**config.mk**
```make
export PLATFORM = sky130hd
export DESIGN_NAME = boot_src_ctrl
export DESIGN_NICKNAME = d
export VERILOG_FILES = /design/src/rtl/boot_src_pkg.sv /design/src/rtl/boot_cfg_fetch.sv /design/src/rtl/boot_ms_timer.sv /design/src/rtl/boot_src_ctrl.sv
export SDC_FILE = /design/constraint.sdc
export NUM_CORES = 1
export LEC_CHECK = 0
export BUFFER_PORTS_ARGS = -buffer_cell sky130_fd_sc_hd__buf_4
export CAP_MARGIN = 20
export CORE_AREA = 2 2 141 74
export DETAILED_ROUTE_END_ITERATION = 10
export DIE_AREA = 0 0 143 76
export HOLD_SLACK_MARGIN = 0.12
export MAX_ROUTING_LAYER = met4
export PLACE_DENSITY = 0.48
export SETUP_SLACK_MARGIN = 0.1
export SYNTH_ARGS = -nofsm -noshare
export SYNTH_HDL_FRONTEND = slang
export SYNTH_SLANG_ARGS = --single-unit
export TNS_END_PERCENT = 1
```
**constraint.sdc**
```tcl
create_clock -name clk -period 1.95 [get_ports clk]
set_clock_uncertainty 0.15 [all_clocks]
set_input_delay 0.0975 -clock clk [delete_from_list [all_inputs] [get_ports clk]]
set_output_delay 0.0975 -clock clk [all_outputs]
set_load 0.05 [all_outputs]
```
**src/rtl/boot_src_pkg.sv**
```systemverilog
package boot_src_pkg;

    localparam int ADDR_W  = 16;
    localparam int DATA_W  = 8;
    localparam int NUM_CFG = 4;
    localparam int IDX_W   = $clog2(NUM_CFG);

    // marker values that mean "program memory holds an application"
    localparam logic [DATA_W-1:0] MARK_A    = 8'h82;
    localparam logic [DATA_W-1:0] MARK_B    = 8'hAC;
    // loader-enable key and its complement
    localparam logic [DATA_W-1:0] KEY_LO    = 8'h55;
    localparam logic [DATA_W-1:0] KEY_HI    = 8'hAA;
    localparam logic [DATA_W-1:0] PROT_OPEN = 8'h00;

    // configuration byte slots, in fetch order
    localparam int SLOT_MARK = 0;
    localparam int SLOT_PROT = 1;
    localparam int SLOT_OPT  = 2;
    localparam int SLOT_OPTN = 3;

    typedef enum logic [2:0] {
        ST_FETCH,
        ST_OPEN,
        ST_WINDOW,
        ST_LOADER,
        ST_APP
    } boot_st_e;

    function automatic logic [ADDR_W-1:0] cfg_addr(input logic [IDX_W-1:0] idx);
        case (idx)
            IDX_W'(SLOT_MARK): cfg_addr = 16'h8000;
            IDX_W'(SLOT_PROT): cfg_addr = 16'h4800;
            IDX_W'(SLOT_OPT):  cfg_addr = 16'h487E;
            default:           cfg_addr = 16'h487F;
        endcase
    endfunction

endpackage

```
**src/rtl/boot_cfg_fetch.sv**
```systemverilog
module boot_cfg_fetch
    import boot_src_pkg::*;
(
    input  logic                               clk,
    input  logic                               rst_n,
    input  logic                               rd_ack,
    input  logic [DATA_W-1:0]                  rd_data,
    output logic                               rd_req,
    output logic [ADDR_W-1:0]                  rd_addr,
    output logic                               done,
    output logic [NUM_CFG-1:0][DATA_W-1:0]     cfg_bytes
);

    logic [IDX_W-1:0] idx_q;
    logic             done_q;
    logic             take;

    assign take = rd_ack && !done_q;

    always_ff @(posedge clk) begin
        if (!rst_n) begin
            idx_q  <= '0;
            done_q <= 1'b0;
        end else if (take) begin
            if (idx_q == IDX_W'(NUM_CFG - 1))
                done_q <= 1'b1;
            else
                idx_q <= idx_q + 1'b1;
        end
    end

    for (genvar g = 0; g < NUM_CFG; g++) begin : g_slot
        always_ff @(posedge clk) begin
            if (!rst_n)
                cfg_bytes[g] <= '0;
            else if (take && idx_q == IDX_W'(g))
                cfg_bytes[g] <= rd_data;
        end
    end

    assign rd_req  = !done_q;
    assign rd_addr = cfg_addr(idx_q);
    assign done    = done_q;

endmodule

```
**src/rtl/boot_ms_timer.sv**
```systemverilog
module boot_ms_timer #(
    parameter int GUARD_MS = 10,
    parameter int WIN_MS   = 1000
) (
    input  logic clk,
    input  logic rst_n,
    input  logic ms_tick,
    output logic guard_done,
    output logic win_open
);

    localparam int CW = $clog2(WIN_MS + 1);
    localparam logic [CW-1:0] CNT_MAX   = CW'(WIN_MS);
    localparam logic [CW-1:0] CNT_GUARD = CW'(GUARD_MS);

    logic [CW-1:0] cnt_q;

    // saturating count of ticks since reset release
    always_ff @(posedge clk) begin
        if (!rst_n)
            cnt_q <= '0;
        else if (ms_tick && cnt_q != CNT_MAX)
            cnt_q <= cnt_q + 1'b1;
    end

    assign guard_done = cnt_q >= CNT_GUARD;
    assign win_open   = cnt_q <  CNT_MAX;

endmodule

```
**src/rtl/boot_src_ctrl.sv**
```systemverilog
module boot_src_ctrl
    import boot_src_pkg::*;
#(
    parameter int GUARD_MS = 10,
    parameter int WIN_MS   = 1000
) (
    input  logic              clk,
    input  logic              rst_n,
    output logic              rd_req,
    output logic [ADDR_W-1:0] rd_addr,
    input  logic              rd_ack,
    input  logic [DATA_W-1:0] rd_data,
    input  logic              ms_tick,
    input  logic              sync_seen,
    output logic              enter_loader,
    output logic              jump_app
);

    logic                           fetch_done;
    logic [NUM_CFG-1:0][DATA_W-1:0] cfg_bytes;
    logic                           guard_done;
    logic                           win_open;

    boot_cfg_fetch u_fetch (
        .clk       (clk),
        .rst_n     (rst_n),
        .rd_ack    (rd_ack),
        .rd_data   (rd_data),
        .rd_req    (rd_req),
        .rd_addr   (rd_addr),
        .done      (fetch_done),
        .cfg_bytes (cfg_bytes)
    );

    boot_ms_timer #(
        .GUARD_MS (GUARD_MS),
        .WIN_MS   (WIN_MS)
    ) u_timer (
        .clk        (clk),
        .rst_n      (rst_n),
        .ms_tick    (ms_tick),
        .guard_done (guard_done),
        .win_open   (win_open)
    );

    logic blank_mem;
    logic prot_clear;
    logic key_ok;
    logic sync_ok;

    assign blank_mem  = (cfg_bytes[SLOT_MARK] != MARK_A) && (cfg_bytes[SLOT_MARK] != MARK_B);
    assign prot_clear = cfg_bytes[SLOT_PROT] == PROT_OPEN;
    assign key_ok     = (cfg_bytes[SLOT_OPT] == KEY_LO) && (cfg_bytes[SLOT_OPTN] == KEY_HI);
    assign sync_ok    = sync_seen && guard_done;

    boot_st_e st_q, st_d;

    always_comb begin
        st_d = st_q;
        unique case (st_q)
            ST_FETCH: begin
                if (fetch_done) begin
                    if (!prot_clear)
                        st_d = ST_APP;       // fetch-to-app (protected)
                    else if (blank_mem)
                        st_d = ST_OPEN;      // fetch-to-open
                    else if (key_ok)
                        st_d = ST_WINDOW;    // fetch-to-window
                    else
                        st_d = ST_APP;       // fetch-to-app (no key)
                end
            end
            ST_OPEN: begin
                if (sync_ok)
                    st_d = ST_LOADER;        // open-accept
            end
            ST_WINDOW: begin
                if (sync_ok && win_open)
                    st_d = ST_LOADER;        // window-accept
                else if (!win_open)
                    st_d = ST_APP;           // window-expire
            end
            ST_LOADER: st_d = ST_LOADER;
            ST_APP:    st_d = ST_APP;
            default:   st_d = ST_FETCH;
        endcase
    end

    always_ff @(posedge clk) begin
        if (!rst_n)
            st_q <= ST_FETCH;
        else
            st_q <= st_d;
    end

    always_comb begin
        enter_loader = 1'b0;
        jump_app     = 1'b0;
        unique case (st_q)
            ST_LOADER: enter_loader = 1'b1;
            ST_APP:    jump_app     = 1'b1;
            default: begin
                enter_loader = 1'b0;
                jump_app     = 1'b0;
            end
        endcase
    end

endmodule

```
Yosys cells after proc, flatten, opt, wreduce, memory -nomap -nowiden
Cells that the tools add are included.
{"block": "totals", "word_cells": 56, "romBits": 0, "n_memories": 0, "latchBits": 0, "in_bits": 13, "mem_bits_rw": 0, "regBits": 48}
{"block": "op_classes", "div": 0, "mul": 0, "n_bitwise": 1, "add_sub_neg": 2, "shifts": 0, "eq_ne": 15, "n_mux": 11, "n_lt_le_gt_ge": 2, "n_reduce_logical": 17}
{"cell": "$pmux 16 s3", "count": 1}
{"cell": "$mux 3", "count": 7}
{"cell": "$ne 8x8->1 const B", "count": 2}
{"cell": "$pmux 3 s5", "count": 1}
{"cell": "$add 10x1->10 const B", "count": 1}
{"cell": "$ge 10x4->1 const B", "count": 1}
{"cell": "$logic_and 1x1->1", "count": 10}
{"cell": "$lt 10x10->1 const B", "count": 1}
{"cell": "$ne 10x10->1 const B", "count": 1}
{"cell": "$eq 8x7->1 const B", "count": 1}
{"cell": "$eq 8x8->1 const B", "count": 1}
{"cell": "$logic_not 8->1", "count": 1}
{"cell": "$eq 3x2->1 const B", "count": 2}
{"cell": "$eq 2x2->1 const B", "count": 2}
{"cell": "$reduce_and 2->1", "count": 2}
{"cell": "$eq 3x1->1 const B", "count": 1}
{"cell": "$eq 3x3->1 const B", "count": 1}
{"cell": "$logic_not 3->1", "count": 1}
{"cell": "$ne 3x3->1 const B", "count": 1}
{"cell": "$reduce_and 3->1", "count": 1}
{"cell": "$add 2x1->2 const B", "count": 1}
{"cell": "$eq 2x1->1 const B", "count": 1}
{"cell": "$logic_not 2->1", "count": 1}
{"cell": "$mux 1", "count": 2}
{"cell": "4 further kinds", "count": 4}

Logic depth before layout (Yosys ltp)
Gate-level depths: netlist (run 1).
{"block": "depth", "word_depth": 7, "depth_mapped": 7, "ltp_nobuf": 7}

Hierarchy
From an unflattened synthesis (run 1), not the netlist that was laid out.
{"block": "unflattened", "cells_unflattened": 266, "area_unflattened_um2": 2461.1}
{"module": "boot_cfg_fetch", "n_inst": 1, "area_per_inst_um2": 1500.2, "cells_each": 152, "seq_area_each_um2": 700.7}
{"module": "boot_ms_timer", "n_inst": 1, "area_per_inst_um2": 584.3, "cells_each": 68, "seq_area_each_um2": 200.2}
{"module": "boot_src_ctrl", "n_inst": 1, "area_per_inst_um2": 376.6, "cells_each": 46, "seq_area_each_um2": 60.1}

Worst setup path before layout (run 1)
No wires, ideal clock.
{"block": "synth_path", "kind": "register to output", "from": "register u_fetch.idx_q[0]", "to": "output port rd_addr[2]", "stages_incl_launch_ff": 5, "n_path_buf": 2, "slack_ns": -0.070, "arrival_time_ns": 1.772, "cell_sequence": "dfxtp_1 ha_1 clkbuf_1 or2_2 buf_4"}
{"block": "synth_via", "elab_chain_len": 2, "elab_cells_between_ends": 4, "cone_classes": "2 x eq/ne; 1 x mux; 1 x reduce/logical"}
{"item": "start, declared", "line": "boot_cfg_fetch.sv:14", "rtl": "logic [IDX_W-1:0] idx_q;"}
{"item": "start signal, assigned", "line": "boot_cfg_fetch.sv:28", "rtl": "idx_q <= idx_q + 1'b1;"}
{"item": "$eq 2x2->1 (tied with other cells)", "line": "boot_src_pkg.sv:31", "rtl": "case (idx)"}
{"item": "$pmux 16 s3 (*)", "line": "boot_src_pkg.sv:31"}
{"item": "end, declared", "line": "boot_src_ctrl.sv:10", "rtl": "output logic [ADDR_W-1:0] rd_addr,"}
Mark *: on every way between the ends. The rest lies on a longest branch, timed or not.

Worst setup path in the final report (run 1)
{"block": "layout_path", "from": "register u_fetch.cfg_bytes[30] in the netlist's numbering", "to": "register st_q[1]"}
{"block": "layout_via", "elab_chain_len": 7}
{"item": "start, declared", "line": "boot_cfg_fetch.sv:11", "rtl": "output logic [NUM_CFG-1:0][DATA_W-1:0] cfg_bytes"}
{"item": "start signal, assigned by index", "line": "boot_cfg_fetch.sv:37", "rtl": "cfg_bytes[g] <= rd_data;"}
{"item": "$eq 8x8->1", "line": "boot_src_ctrl.sv:53", "rtl": "assign key_ok = (cfg_bytes[SLOT_OPT] == KEY_LO) && (cfg_bytes[SLOT_OPTN] == KEY_HI);"}
{"item": "$logic_and 1x1->1", "line": "boot_src_ctrl.sv:53"}
{"item": "$mux 3", "line": "boot_src_ctrl.sv:67", "rtl": "else if (key_ok)"}
{"item": "$mux 3", "line": "boot_src_ctrl.sv:65", "rtl": "else if (blank_mem)"}
{"item": "$mux 3", "line": "boot_src_ctrl.sv:63", "rtl": "if (!prot_clear)"}
{"item": "$mux 3", "line": "boot_src_ctrl.sv:62", "rtl": "if (fetch_done) begin"}
{"item": "$pmux 3 s5", "line": "boot_src_ctrl.sv:60", "rtl": "unique case (st_q)"}
{"item": "end signal, assigned", "line": "boot_src_ctrl.sv:93", "rtl": "st_q <= st_d;"}
{"item": "end, declared", "line": "boot_src_ctrl.sv:56", "rtl": "boot_st_e st_q, st_d;"}
No other way between the ends. The select of a mux whose other input is x is not followed.
A chain may end at the register's enable or synchronous reset.

==> results by group, run 1 <==
Outcome
  • Status: complete, no violations

Die
  • DIE AREA: about 11,000 sq um
  • # rows: 26
  • Die X: 143 um
  • IO Count: 32
  • Initial core utilization: between 20% and 30%
  • Core box area: 9790 sq um
  • Die H: ~76 um

Routing
  • Vias/cell: about 4.3
  • DR WL/cell: ~13 um
  • DRT Pass-1 Iters: 4
  • DRT iter0 DRCs: 165
  • DRC viols: 0
  • Antenna Violating Nets Remaining: 0
  • DRT Wirelength: 5820 um
  • Vias: around 2,000

Global route
  • Initial antenna violation count: 0
  • Total global routing track utilization: between 10% and 20%
  • Grt ovf: 0
  • Pin count of the biggest net entering global routing: 32
  • First-pass GRT wire length: 9400 um
  • Vias in the first global route: roughly 1,800

Synth
  • Cell taking the most area after synthesis: dfxtp_1
  • Synth Register Bits: 48
  • Synth Cell Area: about 2400 sq um
  • Synth async-reset ratio: 0%
  • Most instantiated library cell after synthesis: dfxtp_1
  • Cell variety after synth: 40
  • Synth top cells by count: dfxtp_1, nand2_1, nand3_1
  • Post-synth EDFFs: 0
  • Post-Syn Instances: 280
  • Synth Warn #: 0
  • Mapped Avg Cell Area: ~8.4 sq um
  • Commonest register cell after synthesis: dfxtp_1
  • Post-synth top area share: 40.7%
  • Sequential fraction of the synthesis area: roughly 41%
  • Top post-synthesis cells by area: dfxtp_1, a21boi_0, nand3_1

Clocking
  • Clock latency on the worst-skew pair: about 0.29 ns
  • TritonCTS Buffers: 5
  • CTS tree: done
  • Clock buffer depth: 2
  • Clk pin slew, worst setup/hold paths: roughly 0.060 ns
  • Number of H-tree levels: 2
  • Clock sinks: 48
  • Root Buffer: clkbuf_16

Timing
  • Setup ws final: about 0.16 ns
  • Hold slack: between 0.15 and 0.2 ns
  • Fin. max-slew vios: 0
  • Crit share post-route: between 90 and 100%
  • Final min period: approximately 1.8 ns
  • FMAX: 0.558 GHz
  • Setup TNS: 0 ns
  • RSZ-0062 raised after global routing: yes
  • Slew of the pin with the lowest slew margin: around 0.52 ns
  • Relative slew margins: between 60% and 70%
  • Final setup viols: 0
  • Endpoints failing hold: 0

Setup path
  • Crit path launch: u_fetch.cfg_bytes[30]$_SDFFE_PN0P_
  • Worst Path Max Fanout: 2
  • R2r startpoint: u_fetch.cfg_bytes[30]$_SDFFE_PN0P_
  • WP data required: 2.01 ns
  • CP startpoint kind: register
  • Crit path DAT: 1.85 ns
  • Worst setup EP type: register
  • Reg2Reg Setup Slack: around 0.16 ns
  • Setup CP Type: register to register

Placed design
  • Post-Place Worst Slack: approximately 0.18 ns
  • Post-DP Area: roughly 2700 sq um
  • HPWL after DPL: approximately 4200 um
  • PortBufs: 25
  • Placer congestion estimate: 0.784

Hold path
  • Worst min path class: input pin to register
  • HP Start: rd_ack

Cells and area
  • Filler Cell Count: about 1,000
  • Share of cells above drive strength 1: 15.8%
  • Area grow syn2layout: 24.2%
  • Final Cell Area: around 2900 sq um
  • Fin nets: roughly 330
  • N_diodes: 0

Flow run
  • Number of max-cap violations: 0

Pwr
  • Peak supply drop: 0.379 mV
  • Leak: between 0.001 and 0.0015 uW
  • Power Dens Cells: 807 nW/um^2
-- routing by layer --
layer	GRT usage [%]	share of wire (%)	up-vias
met5	-	0	-
met4	3.27	1.0	0
met3	3.08	5.0	5
met2	14.4	40	32
met1	17.4	54	912
li1	-	-	1006
-- worst paths after layout --
| kind | end | cells past startpoint |
|---|---|---|
| hold reg to reg | u_fetch.cfg_bytes[29]$_SDFFE_PN0P_ | 2 |
| hold / removal | u_fetch.cfg_bytes[13]$_SDFFE_PN0P_ | 4 |
| setup / recovery | st_q[1]$_SDFFE_PN0P_ | 5 |
| setup reg to reg | st_q[1]$_SDFFE_PN0P_ | 5 |
-- final cells by class --
class	count	area (sq um)	area share [%]
Inverter	10	37.5	1.28
Tap cell	140	175	5.98
Multi-Input combinational cell	202	1270	43.4
Timing Repair Buffer	42	340	11.6
Sequential cell	48	961	32.8
Clock buffer	8	146	4.99
-- cell usage in the layout (no fill, tap or decap), drive strengths merged, types with 6 or more instances in the layout --
master | netlist | routed
clkbuf | 13 | 8
ha | 7 | 7
nor3 | 7 | 7
conb | 1 | 6
xnor2 | 7 | 7
and2 | 11 | 11
buf | 12 | 32
nand3 | 35 | 35
nand2 | 41 | 41
dfxtp | 48 | 48
dlygate4sd3 | 0 | 10
a21boi | 34 | 34
nor2b | 6 | 6
nor2 | 7 | 7
inv | 10 | 10
-- power breakdown --
part	internal, uW	switching, uW	leakage [uW]
clock network	513	372	0.0000712
registers	1020	28.3	0.000389
logic	154	278	0.000586
-- through the flow --
| stage | utilization [%] | power (uW) | std cells |
|---|---|---|---|
| 3_3_place_gp | 27.2 | 1480 | 432 |
| 4_1_cts | 29.7 | 2380 | 450 |
| 5_1_grt | 29.9 | 2470 | 450 |
| 6_report | 29.9 | 2360 | 450 |
| 3_5_place_dp | 27.2 | 1490 | 432 |
| 2_1_floorplan | - | 1380 | 285 |
-- worst max-delay path, cell delays in order (launching register included) --
cell,delay (ns)
dfxtp_1,0.33
nor4bb_2,0.40
nand4_1,0.28
nor3_1,0.24
a211oi_1,0.07
o31ai_1,0.24
-- flip-flops by register name, summed over array words and instances, names as in the netlist --
register / flops
u_fetch.idx_q: 2
u_fetch.done: 1
u_timer.cnt_q: 10
st_q: 3
u_fetch.cfg_bytes: 32
-- what timing repair did --
item	4_1_cts	5_1_grt
buffers inserted	0	0
gates resized for setup	1	3
pin swaps	0	1
hold buffers	10	0
setup endpoints to repair	6	7
hold endpoints to repair	41	0
-- logic make-up after synthesis --
logic type,after synthesis,share of synthesized area [%]
simple gates,131,29.0
compound gates,48,15.2
buf+inv,35,7.47
xor+xnor,9,3.34
mux,1,0.424
fa+ha+maj,7,3.71
flops,48,40.7
other cells,1,0.159
No activity file was read; power rests on OpenSTA's default activity.
==> inputs of run 2 (changes only) <==
==> constraint.sdc (replaced) <==
create_clock -name clk -period 1.7 [get_ports clk]
set_clock_uncertainty 0.15 [all_clocks]
set_input_delay 0.085 -clock clk [delete_from_list [all_inputs] [get_ports clk]]
set_output_delay 0.085 -clock clk [all_outputs]
set_load 0.05 [all_outputs]
==> results by group, run 2 (same netlist as run 1, synthesis figures left out) <==
Outcome
  • Status: complete, no violations (unchanged)

Pwr
  • Power Dens Cells: 858 nW/um^2 (was 807 nW/um^2)
  • Peak supply drop: 0.395 mV (was 0.379 mV)
  • Leak: 0.00111 uW (was 0.00105 uW)

Clocking
  • Number of H-tree levels: 2 (unchanged)
  • Clock buffer depth: 2 (unchanged)
  • Root Buffer: clkbuf_16 (unchanged)
  • Clock sinks: 48 (unchanged)
  • Clk pin slew, worst setup/hold paths: 0.06 ns (about the same)
  • Clock latency on the worst-skew pair: 0.29 ns (about the same)
  • CTS tree: done (unchanged)
  • TritonCTS Buffers: 5 (unchanged)

Routing
  • Vias/cell: 4.47 (was 4.34)
  • DRT iter0 DRCs: 218 (was 165)
  • DR WL/cell: 13.5 um (was 12.9 um)
  • DRT Wirelength: 6130 um (was 5820 um)
  • DRC viols: 0 (unchanged)
  • Antenna Violating Nets Remaining: 0 (unchanged)
  • Vias: 2,030 (was 1,955)
  • DRT Pass-1 Iters: 4 (unchanged)

Setup path
  • Critical path buffers and inverters: 0 (unchanged)
  • FF-to-FF End: st_q[2]$_SDFFE_PN0P_ (was st_q[1]$_SDFFE_PN0P_)
  • Crit path DAT: 1.73 ns (was 1.85 ns)
  • Worst path cell trace: nand3_2, or3_1, a211o_1, a211oi_2 (was nor4bb_2, nand4_1, nor3_1, a211oi_1, o31ai_1)
  • CP max stage delay: 0.43 ns (was 0.40 ns)
  • FF-to-FF path depth: 4 (was 5)
  • R2r startpoint: u_timer.cnt_q[6]$_SDFFE_PN0P_ (was u_fetch.cfg_bytes[30]$_SDFFE_PN0P_)
  • Setup CP Type: register to register (unchanged)
  • CP startpoint kind: register (unchanged)
  • WP data required: 1.77 ns (was 2.01 ns)
  • Reg2Reg Setup Slack: 0.04 ns (was 0.16 ns)
  • Worst setup EP type: register (unchanged)
  • Slowest stage cell, crit path: or3_1 (was nor4bb_2)
  • Worst Path Max Fanout: 5 (was 2)
  • Critical path's top delay family: simple AND/OR/NAND/NOR gates (unchanged)

Die
  • Die X: 143 um (unchanged)
  • Initial core utilization: 24.1% (unchanged)
  • Die H: 76 um (unchanged)
  • IO Count: 32 (unchanged)
  • DIE AREA: 10,900 sq um (unchanged)
  • # rows: 26 (unchanged)
  • Core box area: 9790 sq um (unchanged)

Cells and area
  • Share of cells above drive strength 1: 25.8% (was 15.8%)
  • Most common cell after layout, fill and taps aside: nand2_1 (was dfxtp_1)
  • Fin nets: 334 (was 329)
  • Largest registers: u_fetch.cfg_bytes: 32 flops, u_timer.cnt_q: 10 flops, st_q: 3 flops (unchanged)
  • N_diodes: 0 (unchanged)
  • Most frequent cells in the layout: nand2_1, dfxtp_1, nand3_1 (was dfxtp_1, nand2_1, nand3_1)
  • Area grow syn2layout: 34.2% (was 24.2%)
  • Max FFs per register: 32 (unchanged)
  • Layout Utilization: 32.4% (was 29.9%)
  • Most flops, register: u_fetch.cfg_bytes (unchanged)
  • Filler Cell Count: 1,014 (was 1,044)

Placed design
  • PortBufs: 25 (unchanged)
  • Post-Place Worst Slack: -0.0205 ns (was 0.183 ns)
  • HPWL after DPL: 4210 um (was 4230 um)
  • Placer congestion estimate: 0.785 (was 0.784)

Timing
  • RSZ-0062 raised after global routing: yes (unchanged)
  • Fin. max-slew vios: 0 (unchanged)
  • FMAX: 0.603 GHz (was 0.558 GHz)
  • Crit share post-route: 97.6% (was 92.0%)
  • Hold slack: 0.141 ns (was 0.188 ns)
  • Endpoints failing hold: 0 (unchanged)
  • Final min period: 1.66 ns (was 1.79 ns)
  • Final setup viols: 0 (unchanged)
  • Setup ws final: 0.0407 ns (was 0.156 ns)

Global route
  • Initial antenna violation count: 0 (unchanged)
  • Pin count of the biggest net entering global routing: 37 (was 32)
  • Grt ovf: 0 (unchanged)
  • First-pass GRT wire length: 9930 um (was 9400 um)
  • Vias in the first global route: 1,884 (was 1,766)
  • Total global routing track utilization: 12.1% (was 11.4%)

Hold path
  • Worst min path class: input pin to register (unchanged)
  • Hold depth: 5 (was 4)
  • Hold EP: u_timer.cnt_q[1]$_SDFFE_PN0P_ (was u_fetch.cfg_bytes[13]$_SDFFE_PN0P_)
  • HP Start: ms_tick (was rd_ack)

Flow run
  • Number of max-cap violations: 0 (unchanged)
run 2: changes by cell type in the layout (fill, tap and decap cells not counted), sizes merged:
| cell | before | now |
|---|---|---|
| buf | 32 | 37 |
| clkinv | 0 | 1 |
| clkbuf | 8 | 6 |
run 2: how the worst max path moves through the flow:
stage                                       start                           endpoint  slack [ns]  cells after the start
2_1_floorplan       u_fetch.idx_q[1]$_SDFFE_PN0P_  u_fetch.cfg_bytes[0]$_SDFFE_PN0P_        0.11                      6
3_3_place_gp   u_fetch.cfg_bytes[25]$_SDFFE_PN0P_               st_q[1]$_SDFFE_PN0P_       -0.05                      6
3_5_place_dp        u_timer.cnt_q[5]$_SDFFE_PN0P_               st_q[1]$_SDFFE_PN0P_       -0.02                      5
4_1_cts        u_fetch.cfg_bytes[25]$_SDFFE_PN0P_               st_q[1]$_SDFFE_PN0P_        0.07                      6
5_1_grt        u_fetch.cfg_bytes[27]$_SDFFE_PN0P_               st_q[1]$_SDFFE_PN0P_       -0.07                      6
6_report            u_timer.cnt_q[6]$_SDFFE_PN0P_               st_q[2]$_SDFFE_PN0P_        0.04                      4
run 2: metrics by stage:
stage / power (uW) / TNS [ns] / cell area, sq um / instances
global placement: 1720 / -0.0562 / 2740 / 437
floorplan: 1610 / 0 / 2430 / 285
finish: 2720 / 0 / 3170 / 454
global route: 2850 / -0.0910 / 3170 / 454
CTS: 2710 / 0 / 3070 / 454
detailed placement: 1720 / -0.0205 / 2740 / 437
run 2: report_power, final:
| group | internal (uW) | switching [uW] |
|---|---|---|
| combinational | 218 | 337 |
| clock | 535 | 416 |
| sequential | 1170 | 43.0 |
| total | 1920 | 796 |
run 2: final cells by class:
cell class / instances / area (sq um) / share of cell area (%)
Clock buffer: 6 / 129 / 4.07
Clock inverter: 1 / 5.00 / 0.158
Inverter: 10 / 42.5 / 1.34
Multi-Input combinational cell: 202 / 1400 / 44.1
Sequential cell: 48 / 982 / 31.0
Tap cell: 140 / 175 / 5.53
Timing Repair Buffer: 47 / 439 / 13.9
run 2: timing repair:
action                     in CTS  in global routing
setup endpoints to repair      13                 34
gates resized for setup        24                 27
hold buffers                   10                  0
pin swaps                       2                 10
buffers inserted                0                  0
hold endpoints to repair       41                  0
run 2: tightest hold or removal path: cells and delay by family:
family	cells	cell delay [ns]
muxes	1	0.06
AOI/OAI and AO/OA	1	0.07
and+or+nand+nor	1	0.09
buffers and inverters	2	0.24
run 2: layer usage:
layer	GRT usage, %	up-vias	part of all wire [%]
met1	16.8	959	51
met4	3.17	0	1.1
li1	-	1018	-
met5	-	-	0
met2	16.4	45	41
met3	4.59	8	6.2
==> inputs of run 3 (changes only) <==
--- a/config.mk
+++ b/config.mk
@@ -7,12 +7,12 @@
 export LEC_CHECK = 0
 export BUFFER_PORTS_ARGS = -buffer_cell sky130_fd_sc_hd__buf_4
 export CAP_MARGIN = 20
-export CORE_AREA = 2 2 141 74
+export CORE_AREA = 2 2 95 51
 export DETAILED_ROUTE_END_ITERATION = 10
-export DIE_AREA = 0 0 143 76
+export DIE_AREA = 0 0 97 53
 export HOLD_SLACK_MARGIN = 0.12
 export MAX_ROUTING_LAYER = met4
-export PLACE_DENSITY = 0.48
+export PLACE_DENSITY = 0.84
 export SETUP_SLACK_MARGIN = 0.1
 export SYNTH_ARGS = -nofsm -noshare
 export SYNTH_HDL_FRONTEND = slang
==> results by group, run 3 (same netlist as run 1, synthesis figures left out) <==
Setup path
  • Worst path cell trace: nor4b_1, o21ai_1, nor3_2, a211oi_1, o31ai_1 (was nand3_2, or3_1, a211o_1, a211oi_2)
  • WP data required: 1.77 ns (about the same)
  • CP startpoint kind: register (unchanged)
  • Critical path buffers and inverters: 0 (unchanged)
  • Slowest stage cell, crit path: nor4b_1 (was or3_1)
  • Critical path's top delay family: simple AND/OR/NAND/NOR gates (unchanged)
  • Worst setup EP type: register (unchanged)
  • Crit path DAT: 1.77 ns (was 1.73 ns)
  • CP max stage delay: 0.39 ns (was 0.43 ns)
  • Worst Path Max Fanout: 3 (was 5)
  • Setup CP Type: register to register (unchanged)

Cells and area
  • Max FFs per register: 32 (unchanged)
  • Area grow syn2layout: 31.4% (was 34.2%)
  • Most common cell after layout, fill and taps aside: nand2_1 (unchanged)
  • Most frequent cells in the layout: nand2_1, dfxtp_1, nand3_1 (unchanged)
  • Largest registers: u_fetch.cfg_bytes: 32 flops, u_timer.cnt_q: 10 flops, st_q: 3 flops (unchanged)
  • Fin nets: 335 (was 334)
  • Share of cells above drive strength 1: 28.2% (was 25.8%)
  • N_diodes: 0 (unchanged)
  • Most flops, register: u_fetch.cfg_bytes (unchanged)

Global route
  • Vias in the first global route: 1,921 (was 1,884)
  • Grt ovf: 0 (unchanged)
  • First-pass GRT wire length: 9690 um (was 9930 um)
  • Pin count of the biggest net entering global routing: 38 (was 37)
  • Initial antenna violation count: 0 (unchanged)
  • Total global routing track utilization: 25.5% (was 12.1%)

Routing
  • DRT Wirelength: 6580 um (was 6130 um)
  • Vias: 2,228 (was 2,030)
  • Antenna Violating Nets Remaining: 0 (unchanged)
  • DRC viols: 0 (unchanged)
  • Vias/cell: 5.97 (was 4.47)
  • DR WL/cell: 17.6 um (was 13.5 um)
  • DRT Pass-1 Iters: 8 (was 4)
  • DRT iter0 DRCs: 260 (was 218)

Pwr
  • Reg power frac: 48.0% (was 44.6%)
  • Combinational power share: 23.7% (was 20.4%)
  • P_int: 1720 uW (was 1920 uW)
  • Overall power consumption: 2510 uW (was 2720 uW)
  • Peak supply drop: 0.698 mV (was 0.395 mV)
  • Leak: 0.00113 uW (was 0.00111 uW)
  • Power Dens Cells: 810 nW/um^2 (was 858 nW/um^2)
  • Psw: 791 uW (was 796 uW)
  • Clk pwr share: 28.3% (was 35.0%)
  • Switching part of the total: 31.5% (was 29.3%)

Timing
  • Setup ws final: -0.00869 ns (was 0.0407 ns)
  • Fin. max-slew vios: 0 (unchanged)
  • Hold slack: 0.229 ns (was 0.141 ns)
  • Final min period: 1.71 ns (was 1.66 ns)
  • Crit share post-route: 101% (was 97.6%)
  • RSZ-0062 raised after global routing: yes (unchanged)
  • Final setup viols: 1 (was 0)
  • FMAX: 0.585 GHz (was 0.603 GHz)
  • Endpoints failing hold: 0 (unchanged)

Placed design
  • Placer congestion estimate: 0.900 (was 0.785)
  • HPWL after DPL: 3760 um (was 4210 um)
  • PortBufs: 25 (unchanged)

Clocking
  • Clock buffer depth: 2 (unchanged)
  • Clk pin slew, worst setup/hold paths: 0.09 ns (was 0.06 ns)
  • Clock sinks: 48 (unchanged)
  • Root Buffer: clkbuf_8 (was clkbuf_16)
  • TritonCTS Buffers: 5 (unchanged)
  • Clock latency on the worst-skew pair: 0.30 ns (was 0.29 ns)
  • Number of H-tree levels: 2 (unchanged)
  • CTS tree: done (unchanged)

Die
  • IO Count: 32 (unchanged)
  • DIE AREA: 5140 sq um (was 10,900 sq um)
  • # rows: 17 (was 26)
  • Initial core utilization: 55.2% (was 24.1%)
  • Die X: 97 um (was 143 um)
  • Core box area: 4280 sq um (was 9790 sq um)
  • Die H: 53 um (was 76 um)

Outcome
  • Failing checks: negative setup slack
  • Status: finished with violations (was complete, no violations)

Hold path
  • Worst min path class: input pin to register (unchanged)

Flow run
  • Number of max-cap violations: 0 (unchanged)
run 3: cell types whose count changed in the layout (fill, tap and decap cells not counted), sizes merged:
| cell | change |
|---|---|
| buf | +1 |
| clkinv | +1 |
run 3: area by class of cell:
class / count / area (sq um)
clock inverter: 2 / 10.0
timing repair buffer: 48 / 443
sequential: 48 / 992
inverter: 10 / 45.0
fill: 295 / 1170
multi-input combinational: 202 / 1460
tap: 57 / 71.3
clock buffer: 6 / 82.6
run 3: power by group through the flow:
| stage | Combinational, uW | Clock (uW) | Sequential [uW] |
|---|---|---|---|
| after floorplan | 392 | 0 | 1220 |
| after detailed placement | 486 | 0 | 1230 |
| after global routing | 629 | 769 | 1210 |
| after CTS | 541 | 712 | 1200 |
| final | 595 | 710 | 1210 |
| after global placement | 480 | 0 | 1230 |
run 3: worst paths after layout:
path / from / endpoint / slack, ns / cells after the start
worst max register to register: u_fetch.cfg_bytes[2]$_SDFFE_PN0P_ / st_q[1]$_SDFFE_PN0P_ / -0.009 / 5
worst max-delay path: u_fetch.cfg_bytes[2]$_SDFFE_PN0P_ / st_q[1]$_SDFFE_PN0P_ / -0.009 / 5
worst min-delay path: sync_seen / st_q[0]$_SDFFE_PN0P_ / 0.23 / 5
worst min register to register: u_fetch.cfg_bytes[27]$_SDFFE_PN0P_ / u_fetch.cfg_bytes[27]$_SDFFE_PN0P_ / 0.32 / 2
run 3: worst register-to-register path: stages (launching register included):
cell	delay (ns)
dfxtp_1	0.35
nor4b_1	0.39
o21ai_1	0.22
nor3_2	0.21
a211oi_1	0.09
o31ai_1	0.22
run 3: repair_timing:
action | CTS | global route
buffers inserted | 1 | 4
gates resized for setup | 39 | 26
hold buffers | 10 | 0
endpoints found under the hold margin | 46 | 0
endpoints found under the setup margin | 12 | 16
pin swaps | 6 | 10
run 3: stage by stage:
stage	setup TNS (ns)	instances	worst slack (ns)	util [%]	instance area, sq um
after floorplan	0	285	0.107	-	2430
after global placement	-0.0113	350	-0.0113	60.9	2600
after detailed placement	-0.101	350	-0.0544	60.9	2600
after CTS	0	369	0.0840	69.2	2960
after global routing	-0.280	373	-0.146	72.5	3100
final	-0.00869	373	-0.00869	72.5	3100
run 3: metal layers:
layer	vias to the layer above	GRT usage [%]	routed length, um
met5	-	-	0
met4	0	7.51	171
met3	26	7.13	642
met2	128	40.6	3040
met1	1051	32.3	2730
li1	1023	-	-
